--- src/rtl/fbg_pkg.sv ---
package fbg_pkg;
  localparam int unsigned SCALE_W = 8;
  localparam int unsigned STEP_W  = 16;
  localparam int unsigned ACC_W   = STEP_W + 1;
  localparam int unsigned CFG_W   = SCALE_W + STEP_W;

  typedef struct packed {
    logic [SCALE_W-1:0] scale;
    logic [STEP_W-1:0]  step;
  } cfg_t;
endpackage

--- src/rtl/fbg_prescale.sv ---
module fbg_prescale #(
  parameter int unsigned CNT_W = 8
) (
  input  logic             clk_i,
  input  logic             rst_ni,
  input  logic             clr_i,
  input  logic [CNT_W-1:0] limit_i,
  output logic             stb_o
);
  logic [CNT_W-1:0] cnt_q;
  logic             wrap;

  assign wrap  = (cnt_q == limit_i);
  assign stb_o = wrap & ~clr_i;

  always_ff @(posedge clk_i or negedge rst_ni) begin
    if (!rst_ni)          cnt_q <= '0;
    else if (clr_i)       cnt_q <= '0;
    else if (wrap)        cnt_q <= '0;
    else                  cnt_q <= cnt_q + 1'b1;
  end
endmodule

--- src/rtl/fbg_phase_acc.sv ---
module fbg_phase_acc #(
  parameter int unsigned STEP_W = 16,
  localparam int unsigned ACC_W = STEP_W + 1
) (
  input  logic              clk_i,
  input  logic              rst_ni,
  input  logic              clr_i,
  input  logic              adv_i,
  input  logic [STEP_W-1:0] step_i,
  output logic              tick_o
);
  logic [ACC_W-1:0] acc_q;
  logic [ACC_W:0]   sum;
  logic             tick_q;

  // extra top bit of sum is the carry out of the accumulator
  assign sum    = {1'b0, acc_q} + {{(ACC_W + 1 - STEP_W){1'b0}}, step_i};
  assign tick_o = tick_q;

  always_ff @(posedge clk_i or negedge rst_ni) begin
    if (!rst_ni) begin
      acc_q  <= '0;
      tick_q <= 1'b0;
    end else if (clr_i) begin
      acc_q  <= '0;
      tick_q <= 1'b0;
    end else if (adv_i) begin
      acc_q  <= sum[ACC_W-1:0];
      tick_q <= sum[ACC_W];
    end else begin
      tick_q <= 1'b0;
    end
  end
endmodule

--- src/rtl/frac_baud_gen.sv ---
module frac_baud_gen
  import fbg_pkg::*;
(
  input  logic             clk_i,
  input  logic             rst_ni,
  input  logic             en_i,
  input  logic [CFG_W-1:0] cfg_i,
  output logic             tick_o
);
  cfg_t cfg;
  logic [CFG_W-1:0] cfg_q;
  logic             cfg_chg;
  logic             clr;
  logic             pre_stb;

  assign cfg     = cfg_t'(cfg_i);
  assign cfg_chg = (cfg_i != cfg_q);
  assign clr     = ~en_i | cfg_chg;

  always_ff @(posedge clk_i or negedge rst_ni) begin
    if (!rst_ni) cfg_q <= '0;
    else         cfg_q <= cfg_i;
  end

  fbg_prescale #(.CNT_W(SCALE_W)) u_pre (
    .clk_i   (clk_i),
    .rst_ni  (rst_ni),
    .clr_i   (clr),
    .limit_i (cfg.scale),
    .stb_o   (pre_stb)
  );

  fbg_phase_acc #(.STEP_W(STEP_W)) u_acc (
    .clk_i  (clk_i),
    .rst_ni (rst_ni),
    .clr_i  (clr),
    .adv_i  (pre_stb),
    .step_i (cfg.step),
    .tick_o (tick_o)
  );
endmodule

--- config.mk ---
export PLATFORM = sky130hd
export DESIGN_NAME = frac_baud_gen
export DESIGN_NICKNAME = d
export VERILOG_FILES = /design/src/rtl/fbg_pkg.sv /design/src/rtl/fbg_prescale.sv /design/src/rtl/fbg_phase_acc.sv /design/src/rtl/frac_baud_gen.sv
export SDC_FILE = /design/constraint.sdc
export NUM_CORES = 1
export LEC_CHECK = 0
export ABC_CLOCK_PERIOD_IN_PS = 2750
export CAP_MARGIN = 20
export CORE_ASPECT_RATIO = 1.4
export CORE_MARGIN = 10
export CORE_UTILIZATION = 37
export CTS_CLUSTER_SIZE = 28
export DETAILED_ROUTE_END_ITERATION = 8
export GPL_TIMING_DRIVEN = 0
export PLACE_DENSITY = 0.66
export SYNTH_ARGS = -nofsm -noshare
export SYNTH_HDL_FRONTEND = slang
export SYNTH_SLANG_ARGS = --single-unit
--- constraint.sdc ---
create_clock -name clk_i -period 2.75 [get_ports clk_i]
set_clock_uncertainty 0.2 [all_clocks]
set_input_delay 0.825 -clock clk_i [delete_from_list [all_inputs] [get_ports clk_i]]
set_output_delay 0.825 -clock clk_i [all_outputs]
set_load 0.005 [all_outputs]
==> impl_results.md <==
* Total track usage at 0.1212
* Crit-path max FO at 4
* Final #Nets at 374
* Hold WS at 0.2582 ns
* Max Slew Vio Count at 0
* Top FF cell, synth: dfrtp_1
* Die outline area at 11,750 um2
* Total CTS buffers at 5
* First-pass GRT wire length at 11,520 um
* Multi-input logic area at 1775 um2
* Clock tree buffer depth at 2
* Top delay family on crit path: compound AO/OA/AOI/OAI gates
* Iteration-0 DRC Markers at 124
* Arr. time, crit path at 2.80 ns
* Maximum clock frequency at 362.9 MHz
* Ys async rst share at 1.000
* Yosys cell types at 57
* Crit path capture type: flop
* Final Hold Fails at 0
* Critical Path Stages at 11
* DP HPWL at 5128 um
* Final setup margin at -0.005484 ns
* Core Area at 7655 um2
* GPL Wtd Cong at 0.9006
* Clock Sinks at 50
* Io pins at 28
* Number of fill cells in the layout at 694
* Static leakage at 0.001525 uW
* Critical path launch point: cfg_i[0]
* Final setup fails at 1
* Cells along the critical path: buf_8 > ha_4 > inv_2 > fa_2 > nor2b_2 > o211ai_1 > buf_4 > a211oi_4 > o211ai_1 > a211o_1 > a21oi_1
* Placed cell count at 414
* Area after DPL at 3291 um2
* Root buf cell: clkbuf_8
* Count leader, synth: dfrtp_1
* Unrepaired setup endpoints after global routing: true
* Startpoint types: input pin
* Worst r2r dst: u_acc.acc_q[16]$_DFFE_PN0P_
* Post-synth top cells: dfrtp_1, nand2_1, a21oi_1, xor2_1
* # rows at 38
* Largest net degree at the start of global routing at 30
* Die X at 94.50 um
* Worst min-delay path category: in2async
* Number of flops mapped to enable cells by yosys at 0
* Layout cell share with drive strength beyond 1 at 0.2091
* Slew Limit Headroom at 0.6239
* Die Ht at 124.3 um
* CTS tree: built
* FF-to-FF Start: u_acc.acc_q[0]$_DFFE_PN0P_
* Final ANT Viol Nets at 0
* Cell mode on critical path: o211ai_1
* Vias after detailed routing at 2,269
* Vias in the first global route at 2,351
* DRC viols at 0
* Critical Path RT at 2.80 ns
* Synthesized area at 2875 um2
* Port Buffers at 27
* CP Class: in2reg
* Failing checks: setup timing
* TritonRoute pass-1 iters at 4
* Critical Path Sink: u_acc.acc_q[16]$_DFFE_PN0P_
* Tcrit/Tclk final at 1.002
* Largest area contributor in the netlist: dfrtp_1
* Post-CTS Hold Buffers at 0
* Period minus WS final at 2.755 ns
* Critical path's slowest cell: fa_2
* Worst slew pin tran at 0.5582 ns
* H-tree depth at 2
* Initial antenna violation count at 0
* Max-cap viol count at 0
* Clock-pin slew on the worst setup and hold paths at 0.10 ns
* Pwr Density at 382.6 nW/um2
* Register area at 1251 um2
* Post-route insts no fill at 430
* Top cells by area, synth: dfrtp_1, ha_1, xor2_1
* Worst-Skew Late Latency at 0.32 ns
* Worst r2r path cells at 10
* Critical Path Max Stage Delay at 0.40 ns
* Post-Route Utilization at 0.4805
* N_diodes at 0
* Syn Nets at 331
* Synthesized instance count at 286
* Syn avg cell area at 10.05 um2
* Finished Cell Area at 3679 um2
* Status: finished with violations
* Yosys reg bits at 50
* Starting Density at 0.3756
* Synth-to-Final Area Change at 27.94%
* Synth top area share at 0.4352
* Peak VDD IR at 0.1651 mV
* FF-to-FF setup slack at 0.14 ns
* Grt ovf at 0
* Worst Path Buf+Inv at 3
* Final total power at 1407 uW
* Final WL at 7050 um
* Register area share after synthesis at 0.4352
* YS warnings at 0
* DR vias/cell at 5.277
* WL/cell at 16.40 um
## layer usage
layer / up-vias / wire (um) / GRT usage
met5: - / 0 / 0
met4: 0 / 225 / 0.05300
met2: 46 / 3606 / 0.2054
met1: 1095 / 2909 / 0.1381
met3: 18 / 308 / 0.03016
li1: 1110 / - / -
## cell families after synthesis
logic type	synth area share
AO/OA/AOI/OAI	0.1423
XOR/XNOR	0.1310
adder cells (fa/ha/maj)	0.08094
buffers and inverters	0.02828
flip-flops	0.4352
multiplexers	0.01088
AND/OR/NAND/NOR	0.1715
## registers in the layout, summed over array words and instances, names as in the netlist
| register | count |
|---|---|
| cfg_q | 24 |
| u_acc.acc_q | 17 |
| u_pre.cnt_q | 8 |
| u_acc.tick_o | 1 |
## layout by cell type, fill, tap and decap left out, types with 4 or more instances in the layout
| cell type | n |
|---|---|
| nand2_1 | 27 |
| clkdlybuf4s50_1 | 12 |
| a31oi_1 | 4 |
| nand4_1 | 4 |
| dlygate4sd2_1 | 8 |
| xor2_1 | 24 |
| and3_1 | 4 |
| nor2_1 | 19 |
| dfrtp_1 | 50 |
| inv_1 | 8 |
| xnor2_1 | 19 |
| o21ai_0 | 4 |
| ha_4 | 10 |
| clkbuf_8 | 5 |
| nand3_1 | 10 |
| a21oi_1 | 21 |
| ha_1 | 6 |
| buf_4 | 11 |
## how the worst min path moves through the flow
| stage | endpoint | cells past startpoint | slack, ns |
|---|---|---|---|
| 2_1_floorplan | u_pre.cnt_q[0]$_DFF_PN0_ | 1 | 0.28 |
| 3_3_place_gp | u_acc.acc_q[12]$_DFFE_PN0P_ | 2 | 0.31 |
| 3_5_place_dp | u_acc.acc_q[2]$_DFFE_PN0P_ | 2 | 0.32 |
| 4_1_cts | cfg_q[17]$_DFF_PN0_ | 1 | 0.27 |
| 5_1_grt | cfg_q[17]$_DFF_PN0_ | 1 | 0.29 |
| 6_report | cfg_q[17]$_DFF_PN0_ | 1 | 0.26 |
## area by class of cell
cell class                      instances  area share
Buffer                                  7     0.01497
Timing Repair Buffer                   37     0.09388
Clock inverter                          3    0.006463
Multi-Input combinational cell        219      0.4827
Clock buffer                            5     0.01871
Inverter                                9    0.009184
Sequential cell                        50      0.3401
Tap cell                              100     0.03401
## stage by stage
stage	worst slack, ns	TNS (ns)
final	-0.005484	-0.005484
after global routing	-0.09876	-0.1255
after CTS	0.002806	0
after detailed placement	-0.8801	-16.65
after global placement	-0.8638	-56.23
after floorplan	0.005487	0
## what timing repair did
action | 4_1_cts | 5_1_grt
resized for setup | 42 | 31
hold endpoints to repair | 0 | 0
setup endpoints to repair | 25 | 24
pin swaps | 6 | 14
setup buffers | 3 | 6
## where the power goes
part / total [uW] / internal [uW] / switching (uW)
clock: 472 / 183 / 289
combinational: 175 / 81.0 / 94.4
sequential: 760 / 753 / 7.57
## worst register-to-register path: cells and delay by family (launching register included)
family                     cells  cell delay, ns
AOI/OAI and AO/OA              5            1.01
adders and majority gates      2            0.57
DFF                            1            0.41
buffers and inverters          2            0.20
and+or+nand+nor                1            0.14
Note: power is estimated with default switching activity, not from simulation.
